==> src/rtl/dot_ser_pkg.sv <==
package dot_ser_pkg;

  localparam int unsigned CELL_DOTS_DEF = 6;
  localparam int unsigned GAP_DOTS_DEF  = 1;

  typedef enum logic {
    MODE_TEXT = 1'b0,
    MODE_GFX  = 1'b1
  } dot_mode_e;

  typedef struct packed {
    logic ld_text;
    logic ld_gfx;
  } dot_load_t;

endpackage

==> src/rtl/dot_rst_sync.sv <==
module dot_rst_sync #(
  parameter int unsigned STAGES = 2
) (
  input  logic clk,
  input  logic rst_n,
  output logic rst_sync_n
);

  logic [STAGES-1:0] sync_q;
  logic [STAGES-1:0] sync_d;

  always_comb begin
    sync_d = {sync_q[STAGES-2:0], 1'b1};
  end

  always_ff @(posedge clk or negedge rst_n) begin
    if (!rst_n) begin
      sync_q <= '0;
    end else begin
      sync_q <= sync_d;
    end
  end

  assign rst_sync_n = sync_q[STAGES-1];

endmodule

==> src/rtl/dot_load_ctrl.sv <==
module dot_load_ctrl
  import dot_ser_pkg::*;
(
  input  logic      load_n,
  input  logic      vid_active,
  input  logic      gfx_mode,
  output dot_load_t load
);

  logic      strobe_ok;
  dot_mode_e mode;

  always_comb begin
    strobe_ok   = vid_active & ~load_n;
    mode        = dot_mode_e'(gfx_mode);
    load.ld_gfx  = strobe_ok & (mode == MODE_GFX);
    load.ld_text = strobe_ok & (mode == MODE_TEXT);
  end

endmodule

==> src/rtl/dot_shift_path.sv <==
module dot_shift_path #(
  parameter int unsigned CELL_DOTS = 6,
  parameter int unsigned DATA_W    = 6
) (
  input  logic              clk,
  input  logic              rst_n,
  input  logic              load_own,
  input  logic              load_other,
  input  logic [DATA_W-1:0] data,
  output logic              ser_out
);

  localparam int unsigned PAD_W = CELL_DOTS - DATA_W;

  logic [CELL_DOTS-1:0] word;
  logic [CELL_DOTS-1:0] sh_q;
  logic [CELL_DOTS-1:0] sh_d;
  logic                 sh_en;

  generate
    if (PAD_W > 0) begin : g_pad
      assign word = {data, {PAD_W{1'b0}}};
    end else begin : g_nopad
      assign word = data;
    end
  endgenerate

  always_comb begin
    sh_en = load_own | load_other | (|sh_q);
    if (load_own) begin
      sh_d = word;
    end else if (load_other) begin
      sh_d = '0;
    end else begin
      sh_d = {sh_q[CELL_DOTS-2:0], 1'b0};
    end
  end

  always_ff @(posedge clk or negedge rst_n) begin
    if (!rst_n) begin
      sh_q <= '0;
    end else if (sh_en) begin
      sh_q <= sh_d;
    end
  end

  assign ser_out = sh_q[CELL_DOTS-1];

endmodule

==> src/rtl/dot_merge.sv <==
module dot_merge (
  input  logic text_dot,
  input  logic gfx_dot,
  input  logic vid_active,
  output logic dot_out
);

  always_comb begin
    dot_out = vid_active & (text_dot | gfx_dot);
  end

endmodule

==> src/rtl/dot_serializer_top.sv <==
module dot_serializer_top
  import dot_ser_pkg::*;
#(
  parameter int unsigned CELL_DOTS = CELL_DOTS_DEF,
  parameter int unsigned GAP_DOTS  = GAP_DOTS_DEF
) (
  input  logic                           clk,
  input  logic                           rst_n,
  input  logic                           load_n,
  input  logic                           vid_active,
  input  logic                           gfx_mode,
  input  logic [CELL_DOTS-GAP_DOTS-1:0]  alpha_bits,
  input  logic [CELL_DOTS-1:0]           gfx_bits,
  output logic                           dot_out
);

  localparam int unsigned TEXT_W = CELL_DOTS - GAP_DOTS;

  logic      rst_int_n;
  dot_load_t load;
  logic      text_dot;
  logic      gfx_dot;

  dot_rst_sync #(.STAGES(2)) u_rst (
    .clk        (clk),
    .rst_n      (rst_n),
    .rst_sync_n (rst_int_n)
  );

  dot_load_ctrl u_ctrl (
    .load_n     (load_n),
    .vid_active (vid_active),
    .gfx_mode   (gfx_mode),
    .load       (load)
  );

  dot_shift_path #(.CELL_DOTS(CELL_DOTS), .DATA_W(TEXT_W)) u_text (
    .clk        (clk),
    .rst_n      (rst_int_n),
    .load_own   (load.ld_text),
    .load_other (load.ld_gfx),
    .data       (alpha_bits),
    .ser_out    (text_dot)
  );

  dot_shift_path #(.CELL_DOTS(CELL_DOTS), .DATA_W(CELL_DOTS)) u_gfx (
    .clk        (clk),
    .rst_n      (rst_int_n),
    .load_own   (load.ld_gfx),
    .load_other (load.ld_text),
    .data       (gfx_bits),
    .ser_out    (gfx_dot)
  );

  dot_merge u_merge (
    .text_dot   (text_dot),
    .gfx_dot    (gfx_dot),
    .vid_active (vid_active),
    .dot_out    (dot_out)
  );

endmodule

==> config.mk <==
export PLATFORM = sky130hd
export DESIGN_NAME = dot_serializer_top
export DESIGN_NICKNAME = d
export VERILOG_FILES = /design/src/rtl/dot_ser_pkg.sv /design/src/rtl/dot_rst_sync.sv /design/src/rtl/dot_load_ctrl.sv /design/src/rtl/dot_shift_path.sv /design/src/rtl/dot_merge.sv /design/src/rtl/dot_serializer_top.sv
export SDC_FILE = /design/constraint.sdc
export NUM_CORES = 1
export LEC_CHECK = 0
export ABC_AREA = 1
export BUFFER_PORTS_ARGS = -buffer_cell sky130_fd_sc_hd__buf_2
export CAP_MARGIN = 20
export CORE_AREA = 2 2 39 41
export CTS_CLUSTER_DIAMETER = 150
export DETAILED_ROUTE_END_ITERATION = 10
export DIE_AREA = 0 0 41 43
export GPL_TIMING_DRIVEN = 0
export PLACE_DENSITY_LB_ADDON = 0.05
export SYNTH_ARGS = -nofsm -noshare
export SYNTH_HDL_FRONTEND = slang
export SYNTH_SLANG_ARGS = --single-unit
==> constraint.sdc <==
create_clock -name clk -period 0.8 [get_ports clk]
set_input_delay 0.08 -clock clk [delete_from_list [all_inputs] [get_ports clk]]
set_output_delay 0.08 -clock clk [all_outputs]
set_load 0.05 [all_outputs]
; ---- Word level (Yosys, flattened, before mapping)
; Cells that the tools add are included.
; Widths: inputs -> output; s select.
[word_totals]
output_inout_bits = 1
wordCells = 19
in_bits = 16
ff_bits = 14
[op_classes]
reduce_logical = 2
mux = 4
bitwise_logic = 10
[op_table]
columns = op, count
row1 = $mux 6, 4
row2 = $reduce_or 6->1, 2
row3 = $and 1x1->1, 4
row4 = $or 1x1->1, 4
row5 = $not 1->1, 2

; ---- Longest topological paths before layout
[logic_depth]
word_depth = 5
ltp_mapped = 6
ltp_nobuf = 5

; ---- Cells and area by module
; A second synthesis with hierarchy kept.
[hier_totals]
hier_cells = 55
area_unflattened_um2 = 493.0
[modules_own_cells]
columns = module, cells_per_inst, seq_area_each_um2, area_per_inst_um2, instances
row1 = dot_shift_path at u_gfx, 24, 150.1, 225.2, 1
row2 = dot_shift_path at u_text, 20, 125.1, 183.9, 1
row3 = dot_rst_sync, 3, 50.0, 53.8, 1
row4 = dot_load_ctrl, 5, 0.0, 18.8, 1
row5 = dot_merge, 3, 0.0, 11.3, 1

; ---- Worst setup path before layout
; No wires, ideal clock.
[synth_path]
path_kind = reg-to-output
startpoint = register u_gfx.sh_q[5]
endpoint = output port dot_out
t_required_ns = 0.720
t_arrival_ns = 0.984
path_slack_ns = -0.264
path_buffers = 0
path_stages_with_launch = 3
cell_sequence = dfrtp_1 nor2_1 nor2_1
[synth_between]
elab_chain_len = 2
[synth_lines]
columns = element, line_no
row1 = start: declaration, dot_shift_path.sv:16  ; logic [CELL_DOTS-1:0] sh_q;
row2 = start signal: assignment, dot_shift_path.sv:41  ; sh_q <= '0;
row3 = start signal: assignment, dot_shift_path.sv:43  ; sh_q <= sh_d;
row4 = $or 1x1->1, dot_merge.sv:9  ; dot_out = vid_active & (text_dot | gfx_dot);
row5 = $and 1x1->1, dot_merge.sv:9
row6 = end: declaration, dot_serializer_top.sv:14  ; output logic dot_out
; Every way passes these cells.

; ---- Worst setup path in the final report
[layout_path]
startpoint = register u_text.sh_q[5]
endpoint = output port dot_out
[layout_between]
elab_chain_len = 2
[layout_lines]
columns = element, line_no
row1 = start: declaration, dot_shift_path.sv:16
row2 = start signal: assignment, dot_shift_path.sv:41
row3 = start signal: assignment, dot_shift_path.sv:43
row4 = $or 1x1->1, dot_merge.sv:9
row5 = $and 1x1->1, dot_merge.sv:9
; Every way passes these cells.

==> results.json <==
{
  "clock_latency_ns": 0.27,
  "layout_commonest_cell": "nand2_1",
  "synth_nets": 73,
  "crit_path_max_incr_delay_ns": 0.38,
  "core_sq_um": 1380,
  "power.leakage_uw": 0.000389,
  "die-width_microns": 41,
  "whs_ns": 0.0246,
  "io_buffers": 15,
  "syn_area_sq_um": 541,
  "crit_slowest_cell": "dfrtp_1",
  "rsz0062_at_grt": "true",
  "synth_top_area_frac": 0.602,
  "path_class": "reg2out",
  "utilization": 0.497,
  "rows": 14,
  "ir_worst_vdd_mv": 0.896,
  "worstPathArrival_ns": 0.97,
  "cts_tree": "yes",
  "cp.buffers_inverters": 1,
  "tritoncts.num_buffers": 3,
  "synth_seq_area_share": 0.602,
  "num_antenna_cells": 0,
  "antenna_found_initial": 0,
  "syn_to_final_growth_pct": 27.3,
  "r2r_cells": 4,
  "grt_remaining_overflow": 0,
  "min-delay-start": "gfx_bits[0]",
  "cp_max_fo": 1,
  "grt_pass1_vias": 396,
  "hold_viol": 0,
  "final_net_count": 94,
  "synth.avg_cell_area_sq_um": 9.48,
  "crit_family": "flip-flops",
  "critical_path_required_ns": 0.72,
  "placed_area_sq_um": 643,
  "status": "complete, but fails checks",
  "synthMuxAreaShare": 0,
  "ys_ff_latch": 13,
  "worst-path-stages": 3,
  "seqCellArea_sq_um": 325,
  "maxSlewViolCount": 0,
  "max_cap_violations": 0,
  "yosys.area_share.simple": 0.301,
  "failed_checks": "setup timing",
  "powerDensity_nw_per_um2": 1870,
  "drive_above_1_share": 0.351,
  "r2r_end": "u_text.sh_q[4]",
  "wirelength_microns": 1000,
  "synth_compound_area_frac": 0,
  "startpoint": "u_text.sh_q[5]",
  "yosysTopAreaCell": "dfrtp_1",
  "htree_levels": 1,
  "wl_per_cell_microns": 10.8,
  "grt_use_total": 0.147,
  "vias_per_cell": 4.68,
  "vias": 435,
  "end_kind": "output pin",
  "cts_setup_buffers": 0,
  "fin_area_sq_um": 688,
  "drtIter0Drc": 8,
  "post-route-period-util": 1.32,
  "yosys_warnings": 0,
  "dieArea_sq_um": 1760,
  "max_freq_ghz": 0.950,
  "initial_utilization": 0.391,
  "finalPower_uw": 1290,
  "hpwlAfterDp_microns": 708,
  "clk_path_buf_depth": 2,
  "fin_setup_tns_ns": -0.253,
  "cts_num_sinks": 13,
  "setup_violations": 1,
  "synth_top_family_by_area": "simple AND/OR/NAND/NOR gates",
  "synthDistinctLibCells": 10,
  "grt_max_degree": 12,
  "hold_path_class": "in2reg",
  "synthTopCellsByArea": "dfrtp_1 60%, nand2_1 14%, nand4_1 9.3%",
  "fin_crit_ns": 1.05,
  "ff2ff_setup_slack_ns": 0.16,
  "r2r-start": "u_text.sh_q[3]",
  "skew_ns": 0.00142,
  "drc_errors": 0,
  "root_buffer": "clkbuf_4",
  "crit_path_end": "dot_out",
  "layout_common_cells": "20 x nand2_1, 14 x buf_2, 13 x dfrtp_1",
  "die_h_microns": 43,
  "ant_nets": 0,
  "grt_pass1_wl_microns": 1700,
  "synth-adder-area-share": 0,
  "synthXorXnorAreaFrac": 0,
  "path_cells": "nor2_2 > nor2_4 > buf_6",
  "setup_slack_ns": -0.253,
  "multi_input_area_sq_um": 176,
  "start_kind": "flip-flop",
  "first_pass_iters": 4,
  "gp_congestion": 0.671,
  "nFillCells": 145,
  "clk_pin_slew_ns": 0.08,
  "synth_cells": 57,
  "ios": 17
}
[final cells by class]
| class | instances | area share |
|---|---|---|
| clock buffer | 4 | 0.0382 |
| tap | 16 | 0.0291 |
| multi-input combinational | 35 | 0.256 |
| sequential | 13 | 0.473 |
| buffer | 2 | 0.0327 |
| timing repair buffer | 16 | 0.133 |
| inverter | 7 | 0.0382 |
[Yosys cell counts]
cell,n
nand2_2,1
conb_1,1
inv_2,2
nand2_1,20
dfrtp_1,13
buf_6,2
nor2_1,3
nor3_2,2
nand4_1,8
inv_1,5
[metrics by stage]
step | instances | setup slack, ns
floorplan | 57 | 0.102
global placement | 88 | -0.0384
detailed placement | 88 | -0.0414
CTS | 93 | -0.270
global route | 93 | -0.311
finish | 93 | -0.253
[state kept, by name, summed over array words and instances (netlist names)]
register      cells
u_text.sh_q       5
u_rst.sync_q      2
u_gfx.sh_q        6
[layer usage]
layer	track usage	wire length (microns)	up-vias	part of all wire
met5	0	0	-	0
met4	0.0800	14	0	0.014
met3	0.0314	62	4	0.062
met2	0.203	449	18	0.45
met1	0.209	475	193	0.47
li1	-	-	220	-
[worst reg2reg max path, cell delays in order, from the launching register on]
cell	delay [ns]
dfrtp_1	0.36
inv_1	0.05
nand2_1	0.04
nand2_1	0.06
inv_1	0.04
[cell families (layout without fill, tap and decap cells)]
family / Yosys count / count (layout)
simple gates: 34 / 34
flops: 13 / 13
buf+inv: 9 / 29
other cells: 1 / 1
[where the power goes]
group	switching [uW]	leakage, uW	internal, uW
Combinational	96.3	0.000204	75.1
Sequential	21.5	0.000170	696
Clock	206	0.0000150	193
Total	324	0.000389	964
[timing repair]
item / in CTS / in global routing
hold buffers: 1 / 0
resized for setup: 3 / 0
pin swaps: 1 / 0
endpoints found under the hold margin: 2 / 0
endpoints found under the setup margin: 1 / 1
[worst min-delay path by stage]
stage / end / slack [ns] / cells past startpoint
6_report: u_gfx.sh_q[0] / 0.02 / 3
5_1_grt: u_text.sh_q[1] / 0.03 / 3
4_1_cts: u_gfx.sh_q[0] / 0.02 / 3
3_5_place_dp: u_rst.sync_q[1] / -0.13 / 1
3_3_place_gp: u_rst.sync_q[1] / -0.13 / 1
2_1_floorplan: u_rst.sync_q[0] / -0.22 / 0
(Power assumes the default switching activity.)
